File: config.mk
export PLATFORM = sky130hd
export DESIGN_NAME = cascade_ack_unit
export DESIGN_NICKNAME = d
export VERILOG_FILES = /design/src/rtl/cascade_ack_unit.sv
export SDC_FILE = /design/constraint.sdc
export NUM_CORES = 1
export LEC_CHECK = 0
export BUFFER_PORTS_ARGS = -buffer_cell sky130_fd_sc_hd__buf_4
export CAP_MARGIN = 20
export CORE_MARGIN = 10
export CORE_UTILIZATION = 41
export CTS_BUF_LIST = sky130_fd_sc_hd__clkbuf_16
export CTS_CLUSTER_SIZE = 24
export DETAILED_ROUTE_END_ITERATION = 10
export PLACE_DENSITY = 0.87
export SYNTH_ARGS = -nofsm -noshare
export SYNTH_HDL_FRONTEND = slang
export SYNTH_SLANG_ARGS = --single-unit
File: constraint.sdc
create_clock -name clk -period 2.9 [get_ports clk]
set_clock_uncertainty 0.05 [all_clocks]
set_input_delay 0.145 -clock clk [delete_from_list [all_inputs] [get_ports clk]]
set_output_delay 0.145 -clock clk [all_outputs]
set_load 0.1 [all_outputs]
File: src/rtl/cascade_ack_unit.sv
module cascade_ack_unit #(
  parameter int LINES     = 8,
  parameter int CASC_LINE = 2,
  parameter int VEC_W     = 8
) (
  input  logic                          clk,
  input  logic                          rst_n,
  input  logic                          m_pend,
  input  logic [$clog2(LINES)-1:0]      m_line,
  input  logic                          s_pend,
  input  logic [$clog2(LINES)-1:0]      s_line,
  input  logic [VEC_W-$clog2(LINES)-1:0] m_base,
  input  logic [VEC_W-$clog2(LINES)-1:0] s_base,
  input  logic                          inta_req,
  input  logic                          mask_wr,
  input  logic                          mask_sel,
  input  logic [LINES-1:0]              mask_val,
  output logic                          casc_req,
  output logic                          m_irr2_clr,
  output logic                          m_ack,
  output logic [$clog2(LINES)-1:0]      m_ack_line,
  output logic                          s_ack,
  output logic [$clog2(LINES)-1:0]      s_ack_line,
  output logic                          cpu_int,
  output logic [VEC_W-1:0]              vec,
  output logic                          vec_valid
);
  localparam int LW = $clog2(LINES);
  localparam logic [LW-1:0] CASC  = LW'(CASC_LINE);
  localparam logic [LW-1:0] SPUR  = LW'(LINES - 1);

  logic via_slave, phantom, kill_master, kill_slave, deliver;
  logic [VEC_W-1:0] vec_next;

  assign casc_req    = s_pend;
  assign via_slave   = m_pend && (m_line == CASC);
  assign phantom     = via_slave && !s_pend;
  assign kill_master = mask_wr && !mask_sel && m_pend && !via_slave && mask_val[m_line];
  assign kill_slave  = mask_wr && mask_sel && via_slave && s_pend && mask_val[s_line];
  assign m_irr2_clr  = phantom || kill_slave;
  assign deliver     = m_pend && !phantom && !kill_master && !kill_slave && !inta_req;

  assign m_ack      = inta_req && m_pend;
  assign m_ack_line = m_line;
  assign s_ack      = inta_req && via_slave && s_pend;
  assign s_ack_line = s_line;

  always_comb begin
    if (!m_pend)        vec_next = {m_base, SPUR};
    else if (!via_slave) vec_next = {m_base, m_line};
    else if (s_pend)    vec_next = {s_base, s_line};
    else                vec_next = {s_base, SPUR};
  end

  always_ff @(posedge clk) begin
    if (!rst_n) begin
      cpu_int   <= 1'b0;
      vec       <= '0;
      vec_valid <= 1'b0;
    end else begin
      cpu_int   <= deliver;
      vec_valid <= inta_req;
      if (inta_req) vec <= vec_next;
    end
  end

  AST_VEC_PULSE: assert property (@(posedge clk) disable iff (!rst_n)
    inta_req |=> vec_valid);
  AST_MASTER_SPUR: assert property (@(posedge clk) disable iff (!rst_n)
    (inta_req && !m_pend) |=> (vec[LW-1:0] == SPUR && vec[VEC_W-1:LW] == $past(m_base)));
  AST_SLAVE_BASE: assert property (@(posedge clk) disable iff (!rst_n)
    (inta_req && m_pend && m_line == CASC) |=> (vec[VEC_W-1:LW] == $past(s_base)));
  AST_PHANTOM_QUIET: assert property (@(posedge clk) disable iff (!rst_n)
    (m_pend && m_line == CASC && !s_pend) |=> !cpu_int);
  AST_MASK_DROP: assert property (@(posedge clk) disable iff (!rst_n)
    (mask_wr && !mask_sel && m_pend && m_line != CASC && mask_val[m_line]) |=> !cpu_int);
  AST_ACK_DROP: assert property (@(posedge clk) disable iff (!rst_n)
    inta_req |=> !cpu_int);
endmodule

==> results.json, run 1 <==
{
  "worst_ir_drop_vdd_mv": 0.571,
  "ys_warn_count": 0,
  "fp.dieArea_sq_um": 3600,
  "final-setup-viol-count": 0,
  "standard_cell_row_count": 14,
  "power_density_nw_per_um2": 585,
  "p_leak_nw": 0.537,
  "max-clock-path-buffers": 2,
  "power.net_switching_mw": 0.223,
  "drt_wl_total_microns": 2180,
  "critical_path.startpoint_type": "input pin",
  "postSynthAreaPerCell_sq_um": 9.23,
  "post_route_cells_drive_above_1_share_pct": 51.8,
  "power_frac_clock_pct": 39.8,
  "syn_to_final_growth_pct": 60.9,
  "initial_utilization_pct": 43.5,
  "layout.cells.non_filler": 130,
  "layout.cell_area.non_filler_sq_um": 1050,
  "layout.cells.most_common_list": "buf_4, dfxtp_1, nand2_1",
  "status": "finished clean",
  "wl_per_cell_microns": 16.8,
  "clock_latency_ns": 0.24,
  "layout.cells.most_common": "buf_4",
  "drtAntennaViolNets": 0,
  "numCtsBuffers": 3,
  "routed_via_density": 5.52,
  "synthDominantCellAreaShare_pct": 30.5,
  "dr_total_vias": 717,
  "clock_tree_from_tritoncts": "built",
  "ctsResizeCount": 0,
  "synth_nets": 102,
  "holdBufCountCts": 0,
  "die_width_microns": 60.0,
  "hold_viol": 0,
  "core_sq_um": 1510,
  "netlist.top_cell.by_area": "dfxtp_1",
  "clock_sinks": 10,
  "portBuffers": 50,
  "ys_seq_elements": 10,
  "post_synth_instance_area_sq_um": 656,
  "maxClockFrequency_mhz": 537,
  "setup.worst_path.end_class": "output pin",
  "critical_path_class": "input pin to output pin",
  "number_of_antenna_repair_diodes": 0,
  "detailedRoute.firstPassIterationCount": 2,
  "slew_headroom_pct": 72.8,
  "grt_max_degree": 18,
  "placed_cells_incl_taps": 126,
  "num_io_pins": 51,
  "drc": 0,
  "gr_ovfl_total": 0,
  "yosys-top-cells-area": "dfxtp_1, mux2i_1, buf_4",
  "worst-path-max-fanout": 10,
  "yosysUniqueCellTypes": 25,
  "tns_ns": 0,
  "final_period_minus_worst_setup_slack_ns": 1.86,
  "cap_violations": 0,
  "place_area_sq_um": 976,
  "clockRootBuffer": "clkbuf_16",
  "final_clock_period_utilization_by_the_worst_path_pct": 64.2,
  "hold_class": "input pin to register",
  "grt_first_pass_wirelength_microns": 3390,
  "worst_setup_hold_path_clk_slew_ns": 0.04,
  "num-nets-final": 146,
  "tightest_slew_ns": 0.397,
  "n_fill_cell": 130,
  "drt-initial-drc-count": 7,
  "global_route.usage.total_pct": 12.3,
  "crit_arrival_ns": 1.67,
  "power.share.switching_pct": 36.1,
  "grt_setup_unrepaired": "no",
  "synth-seq-area-share_pct": 30.5,
  "grt_pass1_vias": 756,
  "grt_antenna_before_repair": 0,
  "slew_violations": 0,
  "gp_congestion": 0.832,
  "die_y_microns": 60.0,
  "post_cts_setup_repair_buffer_count": 0,
  "share_seq_of_total_power_pct": 24.7,
  "worst_ep_required_time_ns": 2.71,
  "htree_num_levels": 1,
  "reg2reg_slack_ns": 2.23,
  "internal-power_mw": 0.394,
  "postSynthCellCount": 71,
  "comb_power_share_pct": 35.5
}
==> worst max-delay path: stages <==
cell      delay [ns]
buf_4           0.14
and4bb_2        0.47
nand3_1         0.13
o41ai_2         0.41
buf_4           0.36
==> per-stage QoR <==
| step | util, % | setup WS, ns | hold slack, ns | power [mW] |
|---|---|---|---|---|
| after floorplan | - | 0.0470 | 0.240 | 0.312 |
| after global placement | 64.8 | 1.06 | 0.384 | 0.372 |
| after detailed placement | 64.8 | 1.04 | 0.384 | 0.375 |
| after CTS | 70.0 | 1.03 | 0.134 | 0.624 |
| after global routing | 70.0 | 0.924 | 0.159 | 0.637 |
| final | 70.0 | 1.04 | 0.135 | 0.617 |
==> synthesized netlist by cell type <==
cell        n
o21ai_0     5
nor2b_1     1
a2111oi_2   1
o41ai_1     1
and2_1      1
nor3b_1     1
nor2_1      3
a2111oi_0   1
and3_1      2
a21oi_1     4
buf_4       7
and4bb_2    1
inv_1       2
buf_6       1
mux2_2      1
nand2b_1    2
nand3_1     1
mux2i_1     6
dfxtp_1    10
nor4b_1     1
mux4_2      2
o211a_1     5
clkbuf_1    3
o41ai_2     1
nand2_1     8
==> metal layers <==
metal	up-vias	GRT usage [%]	share of wire, %
met5	-	0	0
met4	0	9.94	3.0
met3	7	9.96	20
met2	49	18.2	41
met1	323	10.6	36
li1	338	-	-
==> worst paths after layout <==
kind	from	end	cells after the start
setup / recovery	m_line[0]	m_irr2_clr	5
hold / removal	m_pend	cpu_int	3
setup reg to reg	vec[0]	vec[0]	2
hold reg to reg	vec[7]	vec[7]	1
==> power groups by stage <==
| stage | sequential, mW | combinational, mW | clock (mW) |
|---|---|---|---|
| after floorplan | 0.223 | 0.0895 | 0 |
| after global placement | 0.154 | 0.219 | 0 |
| after detailed placement | 0.154 | 0.220 | 0 |
| after CTS | 0.152 | 0.221 | 0.251 |
| after global routing | 0.153 | 0.229 | 0.255 |
| final | 0.152 | 0.219 | 0.246 |
==> layout make-up <==
type	instances	area (sq um)	area share, %
Clock inverter	1	3.75	0.356
Multi-Input combinational cell	48	373	35.4
Timing Repair Buffer	50	375	35.6
Inverter	2	7.51	0.712
Sequential cell	10	200	19.0
Tap cell	16	20.0	1.90
Clock buffer	3	75.1	7.12
==> cells by family after synthesis <==
kind of cell	after synthesis	synth area share, %
buffers and inverters	13	12.6
muxes	9	17.7
DFF	10	30.5
and+or+nand+nor	21	17.2
AOI/OAI and AO/OA	18	21.9
==> state kept, by name, indices dropped and copies added (netlist names) <==
name / flops
cpu_int: 1
vec: 8
vec_valid: 1
Note: power is estimated with default switching activity, not from simulation.
==> run 2: changes to the inputs <==
- CORE_UTILIZATION: 41 -> 34
- PLACE_DENSITY: 0.87 -> 0.77
- clock period: 2.9 -> 1.6 ns (I/O delays scaled with it)
==> run 2 against run 1 <==
Effect of this change:
- sequential power up 82%
- total power rose by 80%
- largest power group unchanged
- clock-buffer cell count unchanged
- final cell count increased by 7.7%
- highest routed layer is now met3
- global-route usage fell by 1.9 points
- die area rose by 13%
- sequential share of layout area down 0.74 points
- worst setup slack worse by 0.91 ns
==> results.json, run 2 (synthesized netlist as in run 1, its figures left out) <==
{
  "worst_ir_drop_vdd_mv": 0.870,
  "critical_path_class": "input pin to output pin",
  "maxClockFrequency_mhz": 678,
  "buf_inv_on_cp": 2,
  "critPathMaxStageDelay_ns": 0.39,
  "die_width_microns": 63.9,
  "clockRootBuffer": "clkbuf_16",
  "standard_cell_row_count": 15,
  "hold_viol": 0,
  "grt_first_pass_wirelength_microns": 3630,
  "clock_tree_from_tritoncts": "built",
  "cap_violations": 0,
  "holdBufCountCts": 0,
  "clock_sinks": 10,
  "initial_utilization_pct": 36.8,
  "power_density_nw_per_um2": 1010,
  "num_io_pins": 51,
  "tightest_slew_ns": 0.494,
  "crit_arrival_ns": 1.35,
  "reg.largest.list": "vec: 8 flops, cpu_int: 1 flops, vec_valid: 1 flops",
  "die_y_microns": 63.9,
  "detailedRoute.firstPassIterationCount": 4,
  "final-setup-viol-count": 0,
  "grt_antenna_before_repair": 0,
  "largest_register_ffs": 8,
  "drtAntennaViolNets": 0,
  "max-clock-path-buffers": 2,
  "number_of_antenna_repair_diodes": 0,
  "layout.cells.non_filler": 140,
  "crit_path_cell_trace": "buf_4, mux4_2, nor2_1, o41ai_4, buf_4",
  "global_route.usage.total_pct": 10.4,
  "slew_headroom_pct": 66.2,
  "layout.cells.most_common_list": "buf_4, dfxtp_1, nand2_1",
  "report.power.total_mw": 1.11,
  "grt_setup_unrepaired": "no",
  "drt-initial-drc-count": 36,
  "final_period_minus_worst_setup_slack_ns": 1.48,
  "core_sq_um": 1780,
  "routed_via_density": 5.04,
  "drc": 0,
  "worst-path-max-fanout": 5,
  "critical_path.startpoint_type": "input pin",
  "drt_wl_total_microns": 2240,
  "setup.worst_path.end_class": "output pin",
  "post_cts_setup_repair_buffer_count": 0,
  "worst_hold_slack_ns": 0.0831,
  "numCtsBuffers": 3,
  "syn_to_final_growth_pct": 67.4,
  "final_clock_period_utilization_by_the_worst_path_pct": 92.2,
  "grt_max_degree": 18,
  "slew_violations": 0,
  "post_route_cells_drive_above_1_share_pct": 53.0,
  "num-nets-final": 147,
  "n_fill_cell": 164,
  "tns_ns": 0,
  "layout.cells.most_common": "buf_4",
  "worst_setup_hold_path_clk_slew_ns": 0.04,
  "clock_latency_ns": 0.23,
  "multiInputGateArea_sq_um": 397,
  "status": "finished clean",
  "register_area_sq_um": 200,
  "portBuffers": 50,
  "gr_ovfl_total": 0,
  "fp.dieArea_sq_um": 4080,
  "critical_path.most_common_cell": "buf_4",
  "hold_class": "input pin to register",
  "timing.critical_path.slowest_stage_cell": "o41ai_4",
  "htree_num_levels": 1,
  "wl_per_cell_microns": 16.0,
  "placed_cells_incl_taps": 136,
  "ctsResizeCount": 0,
  "p_leak_nw": 0.545,
  "gp_congestion": 0.780,
  "dr_total_vias": 705,
  "grt_pass1_vias": 775,
  "cpLargestDelayFamily": "buffers and inverters",
  "worst_ep_required_time_ns": 1.47,
  "regMostFlops": "vec",
  "post_detail_place_hpwl_microns": 1900,
  "fin_util_pct": 61.5
}
## run 2: final timing paths
check / from / end / slack, ns / cells after the start
setup / recovery: s_line[0] / m_irr2_clr / 0.12 / 5
hold / removal: m_pend / cpu_int / 0.08 / 3
setup reg to reg: vec[4] / vec[4] / 0.91 / 1
hold reg to reg: vec[6] / vec[6] / 0.43 / 1
## run 2: area by class of cell
type | count | area share (%)
multi-input cells | 48 | 36.1
repair buffers | 51 | 34.9
flip-flops and latches | 10 | 18.2
clock buffers | 3 | 6.84
well taps | 25 | 2.85
inverters | 2 | 0.684
clock inverters | 1 | 0.342
## run 2: per-layer routing
| metal | vias to the layer above | wire length, microns | global-route usage [%] |
|---|---|---|---|
| li1 | 341 | - | - |
| met1 | 320 | 939 | 11.8 |
| met2 | 44 | 971 | 16.0 |
| met3 | 0 | 325 | 6.45 |
| met4 | 0 | 0 | 2.46 |
| met5 | - | 0 | 0 |
## run 2: power breakdown
part	switching (mW)	internal (mW)
sequential	0.00838	0.268
clock	0.106	0.327
combinational	0.283	0.120
total	0.398	0.714
## run 2: metrics by stage
stage	worst slack [ns]	cell area, sq um
final	0.125	1100
after global routing	0.0749	1100
after CTS	0.107	1100
after floorplan	-0.384	679
after detailed placement	0.107	1020
after global placement	0.138	1020
